File: config.mk
export PLATFORM = sky130hd
export DESIGN_NAME = dau_top
export DESIGN_NICKNAME = d
export VERILOG_FILES = /design/src/rtl/dau_pkg.sv /design/src/rtl/dau_bcd_adjust.sv /design/src/rtl/dau_radix_div.sv /design/src/rtl/dau_radix_mul.sv /design/src/rtl/dau_top.sv
export SDC_FILE = /design/constraint.sdc
export NUM_CORES = 1
export LEC_CHECK = 0
export BUFFER_PORTS_ARGS = -buffer_cell sky130_fd_sc_hd__buf_4
export CORE_UTILIZATION = 25
export DETAILED_ROUTE_END_ITERATION = 6
export GPL_ROUTABILITY_DRIVEN = 0
export PLACE_DENSITY_LB_ADDON = 0.25
export SETUP_SLACK_MARGIN = 0.4
export SLEW_MARGIN = 20
export SYNTH_ARGS = -nofsm -noshare
export SYNTH_HDL_FRONTEND = slang
export SYNTH_HIERARCHICAL = 1
export SYNTH_SLANG_ARGS = --single-unit
File: constraint.sdc
create_clock -name clk -period 3.5 [get_ports clk]
set_clock_uncertainty 0.15 [all_clocks]
set_input_delay 0.35 -clock clk [delete_from_list [all_inputs] [get_ports clk]]
set_output_delay 0.35 -clock clk [all_outputs]
set_load 0.02 [all_outputs]
File: src/rtl/dau_pkg.sv
package dau_pkg;
  localparam int DAU_W = 8;

  typedef enum logic [2:0] {
    OP_UADD  = 3'd0,
    OP_USUB  = 3'd1,
    OP_PADD  = 3'd2,
    OP_PSUB  = 3'd3,
    OP_SPLIT = 3'd4,
    OP_COMB  = 3'd5,
    OP_RSV6  = 3'd6,
    OP_RSV7  = 3'd7
  } dau_op_e;

  typedef struct packed {
    logic [DAU_W-1:0] h;
    logic [DAU_W-1:0] l;
    logic             cf;
    logic             af;
    logic             sf;
    logic             zf;
    logic             pf;
  } dau_res_t;

  function automatic logic even_par(input logic [DAU_W-1:0] v);
    return ~^v;
  endfunction
endpackage

File: src/rtl/dau_bcd_adjust.sv
module dau_bcd_adjust
  import dau_pkg::*;
#(
  parameter int DW = DAU_W
) (
  input  dau_op_e        op_i,
  input  logic [DW-1:0]  h_i,
  input  logic [DW-1:0]  l_i,
  input  logic           cf_i,
  input  logic           af_i,
  input  logic           sf_i,
  input  logic           zf_i,
  input  logic           pf_i,
  output dau_res_t       res_o
);
  localparam int            NW      = DW / 2;
  localparam logic [NW-1:0] DIG_MAX = NW'(9);
  localparam logic [NW-1:0] NIB_COR = NW'(6);
  localparam logic [DW-1:0] LO_COR  = DW'(6);
  localparam logic [DW-1:0] HI_COR  = DW'(8'h60);
  localparam logic [DW-1:0] PK_MAX  = DW'(8'h99);

  logic [NW-1:0] lo_nib, nib_up, nib_dn;
  logic          lo_fix, hi_fix;
  logic [DW-1:0] pa_1, pa_2, ps_1, ps_2;

  assign lo_nib = l_i[NW-1:0];
  assign lo_fix = (lo_nib > DIG_MAX) | af_i;
  assign hi_fix = (l_i > PK_MAX) | cf_i;
  assign nib_up = lo_nib + NIB_COR;
  assign nib_dn = lo_nib - NIB_COR;
  assign pa_1   = lo_fix ? (l_i + LO_COR) : l_i;
  assign pa_2   = hi_fix ? (pa_1 + HI_COR) : pa_1;
  assign ps_1   = lo_fix ? (l_i - LO_COR) : l_i;
  assign ps_2   = hi_fix ? (ps_1 - HI_COR) : ps_1;

  always_comb begin
    res_o = '{h: h_i, l: l_i, cf: cf_i, af: af_i, sf: sf_i, zf: zf_i, pf: pf_i};
    unique case (op_i)
      OP_UADD: begin
        res_o.h  = lo_fix ? (h_i + DW'(1)) : h_i;
        res_o.l  = {{(DW-NW){1'b0}}, (lo_fix ? nib_up : lo_nib)};
        res_o.cf = lo_fix;
        res_o.af = lo_fix;
      end
      OP_USUB: begin
        res_o.h  = lo_fix ? (h_i - DW'(1)) : h_i;
        res_o.l  = {{(DW-NW){1'b0}}, (lo_fix ? nib_dn : lo_nib)};
        res_o.cf = lo_fix;
        res_o.af = lo_fix;
      end
      OP_PADD: begin
        res_o.l  = pa_2;
        res_o.cf = hi_fix;
        res_o.af = lo_fix;
        res_o.sf = pa_2[DW-1];
        res_o.zf = (pa_2 == '0);
        res_o.pf = even_par(pa_2);
      end
      OP_PSUB: begin
        res_o.l  = ps_2;
        res_o.cf = hi_fix;
        res_o.af = lo_fix;
        res_o.sf = ps_2[DW-1];
        res_o.zf = (ps_2 == '0);
        res_o.pf = even_par(ps_2);
      end
      default: ;
    endcase
  end
endmodule

File: src/rtl/dau_radix_div.sv
module dau_radix_div #(
  parameter int DW = 8
) (
  input  logic          clk,
  input  logic          rst,
  input  logic          start_i,
  input  logic [DW-1:0] dividend_i,
  input  logic [DW-1:0] divisor_i,
  output logic          done_o,
  output logic [DW-1:0] quo_o,
  output logic [DW-1:0] rem_o
);
  localparam int CW = $clog2(DW);

  logic [DW-1:0] rem_q, quo_q, dvs_q;
  logic [CW-1:0] cnt_q;
  logic          run_q;
  logic [DW:0]   shifted, diff;
  logic          fits;

  assign shifted = {rem_q, quo_q[DW-1]};
  assign diff    = shifted - {1'b0, dvs_q};
  assign fits    = (shifted >= {1'b0, dvs_q});

  always_ff @(posedge clk) begin
    if (rst) begin
      rem_q  <= '0;
      quo_q  <= '0;
      dvs_q  <= '0;
      cnt_q  <= '0;
      run_q  <= 1'b0;
      done_o <= 1'b0;
    end else begin
      done_o <= 1'b0;
      if (start_i) begin
        rem_q <= '0;
        quo_q <= dividend_i;
        dvs_q <= divisor_i;
        cnt_q <= '0;
        run_q <= 1'b1;
      end else if (run_q) begin
        rem_q <= fits ? diff[DW-1:0] : shifted[DW-1:0];
        quo_q <= {quo_q[DW-2:0], fits};
        if (cnt_q == CW'(DW-1)) begin
          run_q  <= 1'b0;
          done_o <= 1'b1;
        end else begin
          cnt_q <= cnt_q + CW'(1);
        end
      end
    end
  end

  assign quo_o = quo_q;
  assign rem_o = rem_q;
endmodule

File: src/rtl/dau_radix_mul.sv
module dau_radix_mul #(
  parameter int DW = 8
) (
  input  logic          clk,
  input  logic          rst,
  input  logic          start_i,
  input  logic [DW-1:0] mplier_i,
  input  logic [DW-1:0] mcand_i,
  input  logic [DW-1:0] addend_i,
  output logic          done_o,
  output logic [DW-1:0] prod_o
);
  localparam int CW = $clog2(DW);

  logic [DW-1:0] acc_q, mcand_q, mplier_q;
  logic [CW-1:0] cnt_q;
  logic          run_q;

  always_ff @(posedge clk) begin
    if (rst) begin
      acc_q    <= '0;
      mcand_q  <= '0;
      mplier_q <= '0;
      cnt_q    <= '0;
      run_q    <= 1'b0;
      done_o   <= 1'b0;
    end else begin
      done_o <= 1'b0;
      if (start_i) begin
        acc_q    <= addend_i;
        mcand_q  <= mcand_i;
        mplier_q <= mplier_i;
        cnt_q    <= '0;
        run_q    <= 1'b1;
      end else if (run_q) begin
        if (mplier_q[0]) acc_q <= acc_q + mcand_q;
        mcand_q  <= {mcand_q[DW-2:0], 1'b0};
        mplier_q <= {1'b0, mplier_q[DW-1:1]};
        if (cnt_q == CW'(DW-1)) begin
          run_q  <= 1'b0;
          done_o <= 1'b1;
        end else begin
          cnt_q <= cnt_q + CW'(1);
        end
      end
    end
  end

  assign prod_o = acc_q;
endmodule

File: src/rtl/dau_top.sv
module dau_top
  import dau_pkg::*;
#(
  parameter int DW = DAU_W
) (
  input  logic          clk,
  input  logic          rst,
  input  logic          start_i,
  input  logic [2:0]    op_i,
  input  logic [DW-1:0] h_i,
  input  logic [DW-1:0] l_i,
  input  logic          cf_i,
  input  logic          af_i,
  input  logic [DW-1:0] radix_i,
  output logic [DW-1:0] h_o,
  output logic [DW-1:0] l_o,
  output logic          cf_o,
  output logic          af_o,
  output logic          sf_o,
  output logic          zf_o,
  output logic          pf_o,
  output logic          div_err_o,
  output logic          done_o,
  output logic          busy_o
);
  dau_op_e       op;
  logic          accept, zero_rdx;
  logic          div_go, mul_go, div_done, mul_done;
  logic [DW-1:0] quo, rem, prod;
  dau_res_t      adj;

  logic [DW-1:0] h_q, l_q;
  logic          cf_q, af_q, sf_q, zf_q, pf_q;
  logic          err_q, done_q, pend_q;

  assign op       = dau_op_e'(op_i);
  assign accept   = start_i & ~pend_q;
  assign zero_rdx = (radix_i == '0);
  assign div_go   = accept & (op == OP_SPLIT) & ~zero_rdx;
  assign mul_go   = accept & (op == OP_COMB);

  dau_bcd_adjust #(.DW(DW)) adj_i (
    .op_i(op), .h_i(h_i), .l_i(l_i), .cf_i(cf_i), .af_i(af_i),
    .sf_i(sf_q), .zf_i(zf_q), .pf_i(pf_q), .res_o(adj)
  );

  dau_radix_div #(.DW(DW)) div_i (
    .clk(clk), .rst(rst), .start_i(div_go), .dividend_i(l_i),
    .divisor_i(radix_i), .done_o(div_done), .quo_o(quo), .rem_o(rem)
  );

  dau_radix_mul #(.DW(DW)) mul_i (
    .clk(clk), .rst(rst), .start_i(mul_go), .mplier_i(h_i),
    .mcand_i(radix_i), .addend_i(l_i), .done_o(mul_done), .prod_o(prod)
  );

  always_ff @(posedge clk) begin
    if (rst) begin
      h_q <= '0; l_q <= '0;
      cf_q <= 1'b0; af_q <= 1'b0; sf_q <= 1'b0; zf_q <= 1'b0; pf_q <= 1'b0;
      err_q <= 1'b0; done_q <= 1'b0; pend_q <= 1'b0;
    end else begin
      done_q <= 1'b0;
      err_q  <= 1'b0;
      if (accept) begin
        unique case (op)
          OP_UADD, OP_USUB, OP_PADD, OP_PSUB: begin
            h_q <= adj.h; l_q <= adj.l;
            cf_q <= adj.cf; af_q <= adj.af;
            sf_q <= adj.sf; zf_q <= adj.zf; pf_q <= adj.pf;
            done_q <= 1'b1;
          end
          OP_SPLIT: begin
            if (zero_rdx) begin
              err_q  <= 1'b1;
              done_q <= 1'b1;
            end else begin
              pend_q <= 1'b1;
            end
          end
          OP_COMB: pend_q <= 1'b1;
          default: done_q <= 1'b1;
        endcase
      end
      if (div_done) begin
        h_q <= quo; l_q <= rem;
        sf_q <= rem[DW-1]; zf_q <= (rem == '0); pf_q <= even_par(rem);
        done_q <= 1'b1; pend_q <= 1'b0;
      end
      if (mul_done) begin
        h_q <= '0; l_q <= prod;
        sf_q <= prod[DW-1]; zf_q <= (prod == '0); pf_q <= even_par(prod);
        done_q <= 1'b1; pend_q <= 1'b0;
      end
    end
  end

  assign h_o       = h_q;
  assign l_o       = l_q;
  assign cf_o      = cf_q;
  assign af_o      = af_q;
  assign sf_o      = sf_q;
  assign zf_o      = zf_q;
  assign pf_o      = pf_q;
  assign div_err_o = err_q;
  assign done_o    = done_q;
  assign busy_o    = pend_q;
endmodule

==> results of run 1 <==
## through the flow
| step | util | cells |
|---|---|---|
| 2_1_floorplan | - | 731 |
| 3_3_place_gp | 0.287 | 1047 |
| 3_5_place_dp | 0.287 | 1047 |
| 4_1_cts | 0.300 | 1063 |
| 5_1_grt | 0.302 | 1065 |
| 6_report | 0.302 | 1065 |
## kinds of logic (layout without fill, tap and decap cells)
kind of cell,Yosys count,in the layout,synth area share
AO/OA/AOI/OAI,163,163,0.171
XOR/XNOR,39,39,0.0588
adder cells (fa/ha/maj),42,42,0.0930
buffers and inverters,77,126,0.0603
flip-flops,82,82,0.283
multiplexers,62,62,0.109
AND/OR/NAND/NOR,266,266,0.226
## power by group
group          switching, mW  internal, mW  leakage [nW]
Clock                  0.404         0.557         0.136
Combinational          0.296         0.240          1.90
Sequential            0.0266         0.963         0.665
Total                  0.727          1.76          2.70
## cell type report
cell class	count	area [um2]	area share
inverter	40	150	0.0219
sequential	82	1640	0.240
clock buffer	11	233	0.0340
clock inverter	5	62.6	0.00914
timing repair buffer	70	526	0.0767
tap	285	357	0.0521
multi-input combinational	572	3880	0.566
## metal layers
layer  global-route usage  up-vias  part of all wire
met3               0.0277       16             0.039
met1                0.192     2349              0.50
li1                     -     2632                 -
met5                    0        -                 0
met4               0.0434        0             0.015
met2                0.223       79              0.45
## layout by cell type, fill, tap and decap left out, types with 4 or more instances in the layout
cell                        instances
sky130_fd_sc_hd__nor2_1            93
sky130_fd_sc_hd__dfxtp_1           82
sky130_fd_sc_hd__nand2_1           78
sky130_fd_sc_hd__buf_4             70
sky130_fd_sc_hd__a21oi_1           60
sky130_fd_sc_hd__mux2i_1           56
sky130_fd_sc_hd__o21ai_0           45
sky130_fd_sc_hd__inv_1             38
sky130_fd_sc_hd__ha_1              36
sky130_fd_sc_hd__xnor2_1           23
sky130_fd_sc_hd__xor2_1            14
sky130_fd_sc_hd__nand3_1           14
sky130_fd_sc_hd__and2_1             9
sky130_fd_sc_hd__clkbuf_16          9
sky130_fd_sc_hd__nand4_1            8
sky130_fd_sc_hd__nor2b_1            7
sky130_fd_sc_hd__nor3_1             7
sky130_fd_sc_hd__nand2b_1           6
sky130_fd_sc_hd__o21ai_1            6
sky130_fd_sc_hd__a31oi_1            5
sky130_fd_sc_hd__nor3b_1            5
sky130_fd_sc_hd__o21a_1             5
sky130_fd_sc_hd__nand3b_1           4
sky130_fd_sc_hd__a211oi_1           4
sky130_fd_sc_hd__mux2_2             4
## repair_timing
item                                    in CTS  in global routing
gates resized for setup                      0                  2
setup buffers                                0                  2
endpoints found under the setup margin       0                  1
## registers in the layout (all words and copies together), names as in the netlist, 8 cells and up
signal / count
div_i/rem_o: 8
h_o: 8
mul_i/mcand_q: 8
l_o: 8
mul_i/mplier_q: 8
div_i/quo_o: 8
div_i/dvs_q: 8
mul_i/prod_o: 8
## final timing paths
| path | startpoint | end | slack (ns) | depth (start not counted) |
|---|---|---|---|---|
| worst max register to register | div_i/quo_o[7] | div_i/rem_o[1] | 1.23 | 8 |
| worst min-delay path | radix_i[2] | mul_i/mcand_q[2] | 0.11 | 3 |
| worst max-delay path | l_i[2] | pf_o | 0.44 | 19 |
| worst min register to register | l_o[3] | l_o[3] | 0.30 | 2 |
## worst reg2reg max path, delay by kind of cell (launching register included)
| kind | cells | cell delay [ns] |
|---|---|---|
| buffers and inverters | 1 | 0.08 |
| adders and majority gates | 1 | 0.29 |
| and+or+nand+nor | 3 | 0.67 |
| AOI/OAI and AO/OA | 2 | 0.22 |
| DFF | 1 | 0.41 |
| muxes | 1 | 0.36 |
==> results.sh, run 1 <==
export IMPL_detail_route_antenna_nets=0
export IMPL_global_route_wire_length_before_repair_mm=26.3
export IMPL_totalPowerFinal_mw=2.49
export IMPL_worst_ep_arrival_time_ns=3.18
export IMPL_grt_total_usage=0.141
export IMPL_max_cap_violations=0
export IMPL_postLayoutSetupSlackWorst_ns=0.439
export IMPL_worst_path_largest_cell_delay_ns=0.30
export IMPL_clock_sinks=82
export IMPL_run_status="finished clean"
export IMPL_cp_slowest_cell="sky130_fd_sc_hd__a211o_1"
export IMPL_synth_edf_count=0
export IMPL_synth_top_cell_by_area="sky130_fd_sc_hd__dfxtp_1"
export IMPL_layout_min_cycle_time_ns=3.06
export IMPL_cpLargestDelayFamily="compound AO/OA/AOI/OAI gates"
export IMPL_final_max_slew_violation_count=0
export IMPL_initial_antenna_violation_count=0
export IMPL_yosys_cell_types_count=77
export IMPL_preCtsSetupSlack_ns=0.0596
export IMPL_floorplan_die_height_um=154
export IMPL_ir_worst_vdd_v=0.000226
export IMPL_ys_seq_elements=82
export IMPL_area_share_of_the_largest_cell_type_after_synthesis=0.283
export IMPL_drtIter0Drc=263
export IMPL_final_fill_count=2460
export IMPL_dieArea_mm2=0.0239
export IMPL_drt_pass1_iter_count=4
export IMPL_antenna_cells_inserted=0
export IMPL_floorplan_rows=55
export IMPL_max_clock_path_buffers=2
export IMPL_worst_slew_pin_slew_ns=0.837
export IMPL_routed_via_density=4.77
export IMPL_crit_end_element="flip-flop"
export IMPL_postSynth_topFlopCell="sky130_fd_sc_hd__dfxtp_1"
export IMPL_synth_top_cells_by_count="94 x sky130_fd_sc_hd__nor2_1, 82 x sky130_fd_sc_hd__dfxtp_1, 78 x sky130_fd_sc_hd__nand2_1"
export IMPL_slew_limit_headroom=0.442
export IMPL_grt_pass1_vias=4944
export IMPL_path_buf_inv=2
export IMPL_critical_path_startpoint_type="primary input"
export IMPL_synth_avg_cell_area_um2=7.95
export IMPL_netlist_top_cells_area="sky130_fd_sc_hd__dfxtp_1 28%, sky130_fd_sc_hd__mux2i_1 9.6%, sky130_fd_sc_hd__ha_1 8.6%, sky130_fd_sc_hd__nor2_1 6.1%, sky130_fd_sc_hd__a21oi_1 5.3%"
export IMPL_most_instantiated_library_cell_after_synthesis="sky130_fd_sc_hd__nor2_1"
export IMPL_overflow=0
export IMPL_worst_hold_slack_ns=0.108
export IMPL_seq_area_frac_synth=0.283
export IMPL_synth_cells=731
export IMPL_p_leak_nw=2.70
export IMPL_path_class="in2reg"
export IMPL_area_delta_synth_final_pct=17.9
export IMPL_placement_cell_area_mm2=0.00653
export IMPL_cts_inserted_buffers=9
export IMPL_timing_setup_tns_ns=0
export IMPL_crit_path_cell_trace="buf_4, inv_2, ha_2, nand3b_1, nor2_2, xnor2_2, ha_2, nor3b_2, a21oi_2, a211o_1, nand2_1, ha_1, xnor2_1, mux2i_1, xnor2_1, o21ai_1, nor3_1, a211o_1, a211oi_2"
export IMPL_grt_start_max_net_pins=66
export IMPL_clock_insertion_delay_at_the_later_pin_of_the_skew_report_ns=0.36
export IMPL_final_area_mm2=0.00685
export IMPL_power_per_cell_area_mw_per_mm2=363
export IMPL_core_area_mm2=0.0227
export IMPL_critical_path_max_fanout=4
export IMPL_start_util=0.256
export IMPL_rsz0062_at_grt="true"
export IMPL_fmax_mhz=327
export IMPL_hpwl_mm=12.3
export IMPL_avgRoutedWirePerCell_um=15.2
export IMPL_finalCritPeriodShare=0.875
export IMPL_netlist_area_mm2=0.00581
export IMPL_worst_ep_required_time_ns=3.62
export IMPL_die_w_um=154
export IMPL_clock_pin_transition_on_the_worst_setup_and_hold_timing_paths_ns=0.06
export IMPL_clock_tree_from_tritoncts="done"
export IMPL_clk_root_buf="sky130_fd_sc_hd__clkbuf_16"
export IMPL_h_tree_depth=3
export IMPL_synth_async_sr_flop_share=0
export IMPL_synthesis_nets=805
export IMPL_post_cts_hold_buffer_count=0
export IMPL_synth_warning_count=6
export IMPL_vias=5076
export IMPL_final_hold_violation_count=0
export IMPL_drt_total_wl_mm=16.2
export IMPL_hold_class="in2reg"
export IMPL_boundaryPins=56
export IMPL_setup_violations=0
export IMPL_remaining_drc_errors=0
export IMPL_finalNetCount=849
export IMPL_post_route_cells_drive_above_1_share=0.159
export IMPL_port_buffers=55
No activity file was read; power rests on OpenSTA's default activity.
==> run 2: changes to the inputs <==
--- a/config.mk
+++ b/config.mk
@@ -6,7 +6,7 @@
 export NUM_CORES = 1
 export LEC_CHECK = 0
 export BUFFER_PORTS_ARGS = -buffer_cell sky130_fd_sc_hd__buf_4
-export CORE_UTILIZATION = 25
+export CORE_UTILIZATION = 35
 export DETAILED_ROUTE_END_ITERATION = 6
 export GPL_ROUTABILITY_DRIVEN = 0
 export PLACE_DENSITY_LB_ADDON = 0.25
==> results.sh, run 2 (synthesis gave the netlist of run 1 again) <==
export IMPL_run_status="finished clean"
export IMPL_drt_pass1_iter_count=4
export IMPL_initial_antenna_violation_count=1
export IMPL_critical_path_startpoint_type="primary input"
export IMPL_antenna_cells_inserted=0
export IMPL_cts_repair_resized=0
export IMPL_most_common_cell_after_layout_fill_and_taps_aside="sky130_fd_sc_hd__nor2_1"
export IMPL_remaining_drc_errors=0
export IMPL_hold_class="in2reg"
export IMPL_grt_start_max_net_pins=66
export IMPL_grt_pass1_vias=4590
export IMPL_avgRoutedWirePerCell_um=15.4
export IMPL_preCtsSetupSlack_ns=0.0508
export IMPL_p_switching_uw=714
export IMPL_port_buffers=55
export IMPL_worst_ep_arrival_time_ns=3.20
export IMPL_comb_power_share=0.206
export IMPL_totalPowerFinal_mw=2.56
export IMPL_drtIter0Drc=302
export IMPL_clock_pin_transition_on_the_worst_setup_and_hold_timing_paths_ns=0.06
export IMPL_floorplan_die_height_um=131
export IMPL_detail_route_antenna_nets=0
export IMPL_register_area_mm2=0.00164
export IMPL_fmax_mhz=325
export IMPL_routed_via_density=5.11
export IMPL_timing_setup_tns_ns=0
export IMPL_vias=5074
export IMPL_floorplan_rows=46
export IMPL_grt_total_usage=0.187
export IMPL_slew_limit_headroom=0.418
export IMPL_global_route_wire_length_before_repair_mm=24.5
export IMPL_p_int_mw=1.85
export IMPL_setup_violations=0
export IMPL_critical_path_max_fanout=4
export IMPL_post_cts_hold_buffer_count=0
export IMPL_hpwl_mm=11.4
export IMPL_die_w_um=131
export IMPL_p_leak_nw=2.70
export IMPL_cts_inserted_buffers=9
export IMPL_final_fill_count=1651
export IMPL_multiInputGateArea_mm2=0.00387
export IMPL_worst_hold_slack_ns=0.105
export IMPL_clock_network_fraction_of_total_power=0.408
export IMPL_power_share_sequential=0.386
export IMPL_clk_root_buf="sky130_fd_sc_hd__clkbuf_16"
export IMPL_finalNetCount=845
export IMPL_layout_min_cycle_time_ns=3.08
export IMPL_clock_insertion_delay_at_the_later_pin_of_the_skew_report_ns=0.35
export IMPL_rsz0062_at_grt="true"
export IMPL_switching_share_of_total_power=0.279
export IMPL_max_clock_path_buffers=2
export IMPL_clock_tree_from_tritoncts="done"
export IMPL_post_route_cells_drive_above_1_share=0.153
export IMPL_finalCritPeriodShare=0.880
export IMPL_h_tree_depth=3
export IMPL_start_util=0.362
export IMPL_crit_end_element="flip-flop"
export IMPL_core_area_mm2=0.0161
export IMPL_worst_ep_required_time_ns=3.62
export IMPL_power_per_cell_area_mw_per_mm2=380
export IMPL_final_max_slew_violation_count=0
export IMPL_final_hold_violation_count=0
export IMPL_dieArea_mm2=0.0171
export IMPL_max_cap_violations=0
export IMPL_worst_slew_pin_slew_ns=0.873
export IMPL_boundaryPins=56
export IMPL_clock_sinks=82
export IMPL_drt_total_wl_mm=15.2
export IMPL_overflow=0
export IMPL_most_common_layout_cells="93 x sky130_fd_sc_hd__nor2_1, 82 x sky130_fd_sc_hd__dfxtp_1, 78 x sky130_fd_sc_hd__nand2_1"
export IMPL_postLayoutSetupSlackWorst_ns=0.420
export IMPL_area_delta_synth_final_pct=16.3
export IMPL_path_class="in2reg"
export IMPL_ir_worst_vdd_v=0.000253
run 2: final cells by class:
cell class | count | share of cell area
clock inverter | 5 | 0.0128
tap | 216 | 0.0400
inverter | 40 | 0.0222
sequential | 82 | 0.243
timing repair buffer | 66 | 0.0734
multi-input combinational | 572 | 0.573
clock buffer | 11 | 0.0359
run 2: worst paths after layout:
check | startpoint | to | slack, ns | depth (start not counted)
worst max-delay path | l_i[1] | pf_o | 0.42 | 17
worst min-delay path | h_i[7] | mul_i/mplier_q[7] | 0.10 | 3
worst max register to register | div_i/quo_o[7] | div_i/rem_o[1] | 1.27 | 8
worst min register to register | l_o[4] | l_o[4] | 0.30 | 2
run 2: repair_timing:
item | in CTS | in global routing
setup buffers | 0 | 0
pin swaps | 1 | 1
endpoints found under the setup margin | 1 | 1
run 2: power by group through the flow:
stage               combinational (mW)  clock (mW)  sequential, mW
floorplan                        0.364           0            1.02
global placement                 0.528           0            1.01
detailed placement               0.529           0            1.01
CTS                              0.531        1.07           0.989
global route                     0.585        1.11           0.993
finish                           0.528        1.05           0.989
run 2: worst max-delay path: stages:
cell and delay (ns):
sky130_fd_sc_hd__buf_4 0.14, sky130_fd_sc_hd__ha_4 0.16, sky130_fd_sc_hd__nor4b_4 0.32, sky130_fd_sc_hd__xor2_1 0.25, sky130_fd_sc_hd__ha_2 0.24, sky130_fd_sc_hd__nor3b_2 0.05, sky130_fd_sc_hd__a21oi_2 0.14, sky130_fd_sc_hd__nand2_1 0.08
sky130_fd_sc_hd__xor2_1 0.15, sky130_fd_sc_hd__ha_1 0.31, sky130_fd_sc_hd__xnor2_1 0.13, sky130_fd_sc_hd__mux2i_1 0.17, sky130_fd_sc_hd__xnor2_1 0.09, sky130_fd_sc_hd__o21ai_1 0.13, sky130_fd_sc_hd__nor3_1 0.06, sky130_fd_sc_hd__a211o_1 0.26
sky130_fd_sc_hd__a211oi_2 0.16
run 2: per-stage QoR:
step | std cells | cell area (um2) | util
2_1_floorplan | 731 | 5860 | -
3_3_place_gp | 976 | 6420 | 0.400
3_5_place_dp | 976 | 6420 | 0.400
4_1_cts | 992 | 6750 | 0.421
5_1_grt | 992 | 6750 | 0.421
6_report | 992 | 6750 | 0.421
run 2: metal layers:
| metal | track usage | wire [um] |
|---|---|---|
| met1 | 0.261 | 7450 |
| met2 | 0.293 | 6800 |
| met3 | 0.0346 | 777 |
| met4 | 0.0507 | 196 |
| met5 | 0 | 0 |
